## src/rtl/mulDivPkg.sv

```systemverilog
package mulDivPkg;

  typedef enum logic [1:0] {
    ST_IDLE = 2'd0,
    ST_RUN  = 2'd1,
    ST_FIN  = 2'd2
  } seqState_t;

  typedef struct packed {
    logic load;   // capture operands and mode
    logic step;   // advance the datapath by one shift step
  } mdStrobe_t;

endpackage

```

## src/rtl/mulDivCtrl.sv

```systemverilog
module mulDivCtrl
  import mulDivPkg::*;
#(
  parameter int STEPS = 8
) (
  input  logic      clk,
  input  logic      rstN,
  input  logic      startIn,
  output mdStrobe_t strobe,
  output logic      busy,
  output logic      done
);

  localparam int CNT_W = (STEPS > 1) ? $clog2(STEPS) : 1;
  localparam logic [CNT_W-1:0] LAST_STEP = CNT_W'(STEPS - 1);

  seqState_t        state;
  seqState_t        stateNext;
  logic [CNT_W-1:0] stepCnt;

  always_comb begin
    stateNext   = state;
    strobe.load = 1'b0;
    strobe.step = 1'b0;
    case (state)
      ST_IDLE: if (startIn) begin
        strobe.load = 1'b1;
        stateNext   = ST_RUN;
      end
      ST_RUN: begin
        strobe.step = 1'b1;
        if (stepCnt == LAST_STEP) stateNext = ST_FIN;
      end
      ST_FIN:  stateNext = ST_IDLE;
      default: stateNext = ST_IDLE;
    endcase
  end

  always_ff @(posedge clk or negedge rstN) begin
    if (!rstN) begin
      state   <= ST_IDLE;
      stepCnt <= '0;
    end else begin
      state <= stateNext;
      if (strobe.load)      stepCnt <= '0;
      else if (strobe.step) stepCnt <= stepCnt + 1'b1;
    end
  end

  assign busy = (state != ST_IDLE);
  assign done = (state == ST_FIN);

  // completion lasts a single cycle and the unit is idle right after
  a_r2_single_done: assert property (@(posedge clk) disable iff (!rstN)
    done |=> (!done && !busy));

  // an accepted start is followed by stepping, never by an immediate done
  a_r2_start_runs: assert property (@(posedge clk) disable iff (!rstN)
    strobe.load |=> (busy && !done));

  // a start seen while running does not bring a load or drop busy
  a_r8_no_restart: assert property (@(posedge clk) disable iff (!rstN)
    (strobe.step && startIn) |-> (!strobe.load));

endmodule

```

## src/rtl/mulDivDpath.sv

```systemverilog
module mulDivDpath
  import mulDivPkg::*;
#(
  parameter int W = 8
) (
  input  logic         clk,
  input  logic         rstN,
  input  mdStrobe_t    strobe,
  input  logic         modeDiv,
  input  logic [W-1:0] aIn,
  input  logic [W-1:0] bIn,
  input  logic         done,
  output logic [W-1:0] aOut,
  output logic [W-1:0] bOut,
  output logic         ovOut
);

  // hiReg: product high / partial remainder; loReg: multiplier / quotient
  logic [W-1:0] hiReg;
  logic [W-1:0] loReg;
  logic [W-1:0] bReg;
  logic         divMode;
  logic         zeroDiv;

  logic [W-1:0] hiNext;
  logic [W-1:0] loNext;

  // multiply step
  logic [W:0]   mulSum;
  // divide step
  logic [W:0]   remShift;
  logic         fits;
  logic [W-1:0] remSub;

  always_comb begin
    mulSum   = {1'b0, hiReg} + (loReg[0] ? {1'b0, bReg} : '0);
    remShift = {hiReg, loReg[W-1]};
    fits     = (remShift >= {1'b0, bReg});
    remSub   = remShift[W-1:0] - bReg;
    if (divMode) begin
      hiNext = fits ? remSub : remShift[W-1:0];
      loNext = {loReg[W-2:0], fits};
    end else begin
      hiNext = mulSum[W:1];
      loNext = {mulSum[0], loReg[W-1:1]};
    end
  end

  always_ff @(posedge clk or negedge rstN) begin
    if (!rstN) begin
      hiReg   <= '0;
      loReg   <= '0;
      bReg    <= '0;
      divMode <= 1'b0;
      zeroDiv <= 1'b0;
    end else if (strobe.load) begin
      hiReg   <= '0;
      loReg   <= aIn;
      bReg    <= bIn;
      divMode <= modeDiv;
      zeroDiv <= (bIn == '0);
    end else if (strobe.step) begin
      hiReg <= hiNext;
      loReg <= loNext;
    end
  end

  assign aOut  = (divMode && zeroDiv) ? '1 : loReg;
  assign bOut  = (divMode && zeroDiv) ? '1 : hiReg;
  assign ovOut = divMode ? zeroDiv : (hiReg != '0);

  // a finished divide leaves a remainder below the divisor, OV clear
  a_r5_rem_below_divisor: assert property (@(posedge clk) disable iff (!rstN)
    (done && divMode && (bReg != '0)) |-> ((bOut < bReg) && !ovOut));

  // a zero divisor saturates both results and raises OV
  a_r6_zero_divisor: assert property (@(posedge clk) disable iff (!rstN)
    (done && divMode && (bReg == '0)) |-> ((aOut == '1) && (bOut == '1) && ovOut));

  // a zero multiplicand gives a zero product
  a_r3_zero_product: assert property (@(posedge clk) disable iff (!rstN)
    (done && !divMode && (bReg == '0)) |-> ((aOut == '0) && (bOut == '0) && !ovOut));

  // the second operand is not recaptured while stepping
  a_r8_operand_held: assert property (@(posedge clk) disable iff (!rstN)
    strobe.step |=> $stable(bReg) && $stable(divMode));

  // results do not move outside load and step cycles
  a_r9_result_hold: assert property (@(posedge clk) disable iff (!rstN)
    (!strobe.load && !strobe.step) |=> ($stable(aOut) && $stable(bOut) && $stable(ovOut)));

endmodule

```

## src/rtl/mulDivUnit.sv

```systemverilog
module mulDivUnit
  import mulDivPkg::*;
#(
  parameter int W = 8
) (
  input  logic         clk,
  input  logic         rstN,
  input  logic         startIn,
  input  logic         modeDiv,
  input  logic [W-1:0] aIn,
  input  logic [W-1:0] bIn,
  output logic         busy,
  output logic         done,
  output logic [W-1:0] aOut,
  output logic [W-1:0] bOut,
  output logic         ovOut,
  output logic         cyOut
);

  mdStrobe_t strobe;

  mulDivCtrl #(.STEPS(W)) uCtrl (
    .clk     (clk),
    .rstN    (rstN),
    .startIn (startIn),
    .strobe  (strobe),
    .busy    (busy),
    .done    (done)
  );

  mulDivDpath #(.W(W)) uDpath (
    .clk     (clk),
    .rstN    (rstN),
    .strobe  (strobe),
    .modeDiv (modeDiv),
    .aIn     (aIn),
    .bIn     (bIn),
    .done    (done),
    .aOut    (aOut),
    .bOut    (bOut),
    .ovOut   (ovOut)
  );

  // carry is cleared by both operations in every case
  assign cyOut = 1'b0;

endmodule

```

## config.mk

```make
export PLATFORM = sky130hd
export DESIGN_NAME = mulDivUnit
export DESIGN_NICKNAME = d
export VERILOG_FILES = /design/src/rtl/mulDivPkg.sv /design/src/rtl/mulDivCtrl.sv /design/src/rtl/mulDivDpath.sv /design/src/rtl/mulDivUnit.sv
export SDC_FILE = /design/constraint.sdc
export NUM_CORES = 1
export LEC_CHECK = 0
export ABC_AREA = 1
export BUFFER_PORTS_ARGS = -buffer_cell sky130_fd_sc_hd__buf_2
export CORE_MARGIN = 2
export CORE_UTILIZATION = 30
export CTS_CLUSTER_SIZE = 8
export DETAILED_ROUTE_END_ITERATION = 10
export GPL_TIMING_DRIVEN = 1
export SETUP_SLACK_MARGIN = 0.15
export SLEW_MARGIN = 20
export SYNTH_ARGS = -nofsm -noshare
export SYNTH_HDL_FRONTEND = slang
export SYNTH_SLANG_ARGS = --single-unit
```

## constraint.sdc

```tcl
create_clock -name clk -period 3.3 [get_ports clk]
set_input_delay 0.495 -clock clk [delete_from_list [all_inputs] [get_ports clk]]
set_output_delay 0.495 -clock clk [all_outputs]
set_load 0.01 [all_outputs]
```

Yosys cells after proc, flatten, opt, wreduce, memory -nomap -nowiden
Cells that the tools add are included.
{"block": "op_classes", "addsub": 3, "magnitude_cmp": 1, "eq_ne": 5, "mux": 19, "reduce_logical": 7}
{"cell": "2-to-1 mux 8 bit", "n": 10}
{"cell": "adder 8 x 9 -> 9 bit", "n": 1}
{"cell": "greater-or-equal comparator 9 x 8 -> 1 bit", "n": 1}
{"cell": "zero test 8 bit", "n": 1}
{"cell": "nonzero test 8 bit", "n": 1}
{"cell": "subtractor 8 bit", "n": 1}
{"cell": "2-to-1 mux 3 bit", "n": 2}
{"cell": "2-to-1 mux 1 bit", "n": 4}
{"cell": "2-to-1 mux 2 bit", "n": 2}
{"cell": "one-hot mux 2 bit (2 select lines)", "n": 1}
{"cell": "nonzero test 2 bit", "n": 2}
{"cell": "adder 3 x 1 -> 3 bit, second input constant", "n": 1}
{"cell": "== test 3 bit, second input constant", "n": 1}
{"cell": "== test 2 x 1 -> 1 bit, second input constant", "n": 1}
{"cell": "== test 2 bit, second input constant", "n": 1}
{"cell": "zero test 2 bit", "n": 1}
{"cell": "inequality test 2 x 1 -> 1 bit, second input constant", "n": 1}
{"cell": "inequality test 2 bit, second input constant", "n": 1}
{"cell": "AND reduction 2 bit", "n": 1}
{"cell": "logical AND 1 bit", "n": 1}
{"block": "totals", "reg_bits": 31, "input_bits": 20, "output_inout_bits": 20, "wordCells": 42}

Logic depth before layout (Yosys ltp)
{"block": "depth", "ltp_word": 5, "ltp_mapped": 15, "mapped_depth_nobuf": 14}

Modules after synthesis
From an unflattened synthesis, not the netlist that was laid out.
{"block": "hier_totals", "cells_unflattened": 379, "hier_area_um2": 2567.5}
{"module": "mulDivDpath", "n_inst": 1, "cells_each": 347, "area_per_inst_um2": 2297.2, "seq_area_each_um2": 650.6}
{"module": "mulDivCtrl", "n_inst": 1, "cells_each": 30, "area_per_inst_um2": 259.0, "seq_area_each_um2": 125.1}
{"module": "mulDivUnit", "n_inst": 1, "cells_each": 2, "area_per_inst_um2": 11.3, "seq_area_each_um2": 0.0}

Least setup slack after synthesis
No wires, ideal clock.
{"block": "synth_path", "path_kind": "reg-to-reg", "start": "register uDpath.loReg[0]", "end": "register uDpath.hiReg[7]", "setup_time_ns": 0.065, "arrival_ns": 1.875, "path_slack_ns": 1.360, "stages_incl_launch_ff": 16, "path_buffers": 1, "path_cell_list": "dfrtp_1 > clkbuf_1 > nand2_1 > inv_1 > ha_1 > inv_1 > fa_1 > inv_1 > nand4_1 > nand3_1 > nand3_1 > nand3_1 > nand2_1 > inv_1 > nand2_1 > nand2_1"}
{"block": "synth_via", "elab_chain_len": 5}
{"item": "start, declared", "line": "mulDivDpath.sv:20", "rtl": "logic [W-1:0] loReg;"}
{"item": "start signal, assigned", "line": "mulDivDpath.sv:58", "rtl": "loReg <= aIn;"}
{"item": "start signal, assigned", "line": "mulDivDpath.sv:64", "rtl": "loReg <= loNext;"}
{"item": "2-to-1 mux 8 bit", "line": "mulDivDpath.sv:36", "rtl": "mulSum = {1'b0, hiReg} + (loReg[0] ? {1'b0, bReg} : '0);"}
{"item": "adder 8 x 9 -> 9 bit", "line": "mulDivDpath.sv:36"}
{"item": "2-to-1 mux 8 bit", "line": "mulDivDpath.sv:40", "rtl": "if (divMode) begin"}
{"item": "2-to-1 mux 8 bit", "line": "mulDivDpath.sv:62", "rtl": "end else if (strobe.step) begin"}
{"item": "2-to-1 mux 8 bit", "line": "mulDivDpath.sv:56", "rtl": "end else if (strobe.load) begin"}
{"item": "end signal, assigned", "line": "mulDivDpath.sv:63", "rtl": "hiReg <= hiNext;"}
{"item": "end, declared", "line": "mulDivDpath.sv:19", "rtl": "logic [W-1:0] hiReg;"}
Every way passes these cells. The select of a mux whose other input is x is not followed.
A chain may end at the register's enable or synchronous reset.

Worst setup path in the final report
{"block": "layout_path", "start": "register uDpath.divMode", "end": "output port ovOut"}
{"block": "layout_via", "elab_chain_len": 1}
{"item": "start, declared", "line": "mulDivDpath.sv:22", "rtl": "logic divMode;"}
{"item": "start signal, assigned", "line": "mulDivDpath.sv:60", "rtl": "divMode <= modeDiv;"}
{"item": "2-to-1 mux 1 bit", "line": "mulDivDpath.sv:70", "rtl": "assign ovOut = divMode ? zeroDiv : (hiReg != '0);"}
{"item": "end, declared", "line": "mulDivUnit.sv:16", "rtl": "output logic ovOut,"}
Every way passes these cells.

==> summary.txt <==
Timing
  • Worst Tran Pin Value: 0.725 ns
  • Final hold slack: 0.266 ns
  • Rel. slew slack: 0.517
  • Count of final setup violators: 0
  • Pins Over Slew Limit: 0
  • Final Cycle Share: 0.660
  • Final hold vios: 0
  • Max Freq: 459 MHz
  • Layout Skew: 0.00705 ns
  • Setup Total Neg Slack: 0 ns
  • RSZ-0062 raised after global routing: no
  • Final setup margin: 1.12 ns
  • Final min period: 2.18 ns

Setup path
  • Crit path required time: 2.80 ns
  • Crit. End Element: output port
  • Top Family by Delay on Critical Path: simple AND/OR/NAND/NOR gates
  • CP most frequent cell: nand2_1
  • Crit-path max FO: 24
  • CP Data Arrival Time: 1.68 ns
  • WS Path Type: flop to output port
  • CP max-delay cell: nand2_1
  • Worst setup SP type: flop
  • Crit-path max cell delay: 0.46 ns
  • Reg-to-reg slack, setup: 1.21 ns
  • Critical path cell sequence: buf_4, nand2_1, nand2_1, buf_2
  • CP Buf/Inv Count: 2

Global routing
  • Largest net degree at the start of global routing: 32
  • Initial antenna violation count: 0
  • First-pass GRT wire length: 11100 um
  • Gr usage total: 0.157
  • Vias in the first global route: 2316
  • Total congestion overflow: 0

Finish
  • Filler cells: 864
  • Footprint of the multi-input gates: 1460 um2
  • Seq. cell area: 776 um2
  • Diode count: 0
  • Nets: 442
  • Layout area overhead: 14.2%
  • Layout cells sized above 1: 0.159

Synth
  • Cell with the most instances after synthesis: nand2_1
  • Yosys warning count: 0
  • Yosys top cell area share: 0.307
  • Synth Register Bits: 31
  • Primary FF master, synth: dfrtp_1
  • Syn Area/Cell: 6.89 um2
  • Post-Syn Instances: 367
  • Post-synth EDFFs: 0
  • Synth unique cells: 33
  • Register area share after synthesis: 0.307
  • Synth cell count leaders: nand2_1, inv_1, dfrtp_1, nand3_1, nor2_1
  • Mapped cell area: 2530 um2
  • Async SR Flop Fraction: 1.00
  • Net Count, Synth: 407
  • Synth area leaders: dfrtp_1, nand2_1, ha_1, inv_1, nand3_1
  • Yosys top cell by area: dfrtp_1

Place
  • Setup WS pre-CTS: 1.02 ns
  • Detailed Place HPWL: 5020 um
  • Placer Congestion: 0.876
  • PortBufs: 38

Job
  • Max-Cap Viols: 0

Floorplan
  • I/O pin total: 40
  • Initial Utilization: 0.309
  • Core ar.: 8180 um2
  • Die X: 95.8 um
  • Row cnt: 33
  • Die area: 9170 um2
  • DIE HEIGHT: 95.8 um

Detailed routing
  • # DRC: 0
  • Final ANT Viol Nets: 0
  • Pre-antenna DRT Iters: 7
  • 1st-iter DRT viols: 118
  • Routed wire length: 6490 um
  • Vias per cell: 4.76
  • DR vias: 2417
  • Wire length per cell: 12.8 um

Clock network
  • Root buf cell: clkbuf_8
  • CTS buffer count: 5
  • CTS clk-pin slew, worst paths: 0.07 ns
  • Post-CTS Setup Inserts: 0
  • Worst-skew pair later-pin latency: 0.29 ns
  • H-tree depth: 2
  • TritonCTS clock tree: done
  • Post-CTS sizing: 0
  • Clock sinks: 31
  • Bufs on Longest Clock Path: 2
  • Hold_buf cts: 0

Pwr
  • Worst VDD drop: 419 uV
  • Lkg Pwr: 1.64 nW
  • Power Density: 1250 nW/um2

Outcome
  • Outcome: completed

Hold path
  • Worst hold path type: primary input to async pin
==> routing by layer <==
layer | up-vias | global-route usage | part of all wire | wire (um)
met1 | 1112 | 0.223 | 0.48 | 3150
met2 | 50 | 0.244 | 0.46 | 2980
li1 | 1247 | - | - | -
met3 | 8 | 0.0313 | 0.044 | 286
met5 | - | 0 | 0 | 0
met4 | 0 | 0.0405 | 0.012 | 77
==> where the power goes <==
part	switching [W]	leakage, nW	total [W]	internal (W)
Clock	0.000143	0.0422	0.000291	0.000148
Sequential	0.000167	0.377	0.000741	0.000574
Combinational	0.00159	1.22	0.00257	0.000978
Total	0.00190	1.64	0.00360	0.00170
==> path summary, 6_finish.rpt <==
kind / end / cells past startpoint / from
worst max-delay path: ovOut / 4 / uDpath.divMode
max in group asynchronous: uDpath.bReg[5] / 1 / rstN
min in group clk: uDpath.bReg[7] / 3 / bIn[7]
worst min register to register: uDpath.zeroDiv / 2 / uDpath.zeroDiv
worst min-delay path: uDpath.hiReg[3] / 1 / rstN
worst max register to register: uDpath.loReg[0] / 8 / uCtrl.state[0]
==> sequential cells by signal, summed over array words and instances, names as in the netlist <==
name,count
uCtrl.state,2
uDpath.zeroDiv,1
uDpath.hiReg,8
uDpath.loReg,8
uDpath.divMode,1
uCtrl.stepCnt,3
uDpath.bReg,8
==> through the flow <==
step                      power [W]   util  std cells  area [um2]
after floorplan             0.00271      -        367        2530
after global placement      0.00327  0.343        500        2810
after detailed placement    0.00330  0.343        500        2810
after CTS                   0.00361  0.353        508        2890
after global routing        0.00405  0.353        508        2890
final                       0.00360  0.353        508        2890
==> final cells by class <==
| class | count | share of cell area |
|---|---|---|
| clock inverter | 1 | 0.00173 |
| multi-input combinational | 262 | 0.505 |
| inverter | 62 | 0.0811 |
| clock buffer | 7 | 0.0264 |
| tap | 105 | 0.0455 |
| timing repair buffer | 40 | 0.0711 |
| sequential | 31 | 0.269 |
==> cell families (layout without fill, tap and decap cells) <==
logic type,count (synthesis),count (layout),synth area share
xor gates and xnor gates,4,4,0.0139
other,1,1,0.00148
and+or+nand+nor,189,189,0.347
buffers and inverters,74,110,0.116
DFF,31,31,0.307
AOI/OAI and AO/OA,48,48,0.110
adders and majority gates,20,20,0.105
==> worst register-to-register path, stage by stage, from the launching register on <==
cell      delay [ns]
dfrtp_1         0.37
nor2_1          0.07
nand2_1         0.44
inv_2           0.29
nor2_4          0.37
inv_2           0.19
o21ai_0         0.10
nand3b_1        0.13
nand2_1         0.05
==> layout by cell type (no fill, tap or decap), types with 3 or more instances in the layout <==
cell type    n
a21oi_1     10
xnor2_1      4
nand4_1     11
nand2_2      5
inv_1       58
nand3b_1     4
a211oi_1     6
inv_2        3
o22ai_1      7
o21ai_0     19
dfrtp_1     31
nand2_1    105
nand3_1     31
ha_1        18
clkbuf_8     5
buf_2       38
nor2_1      24
Power figures use the tool's default switching activity.
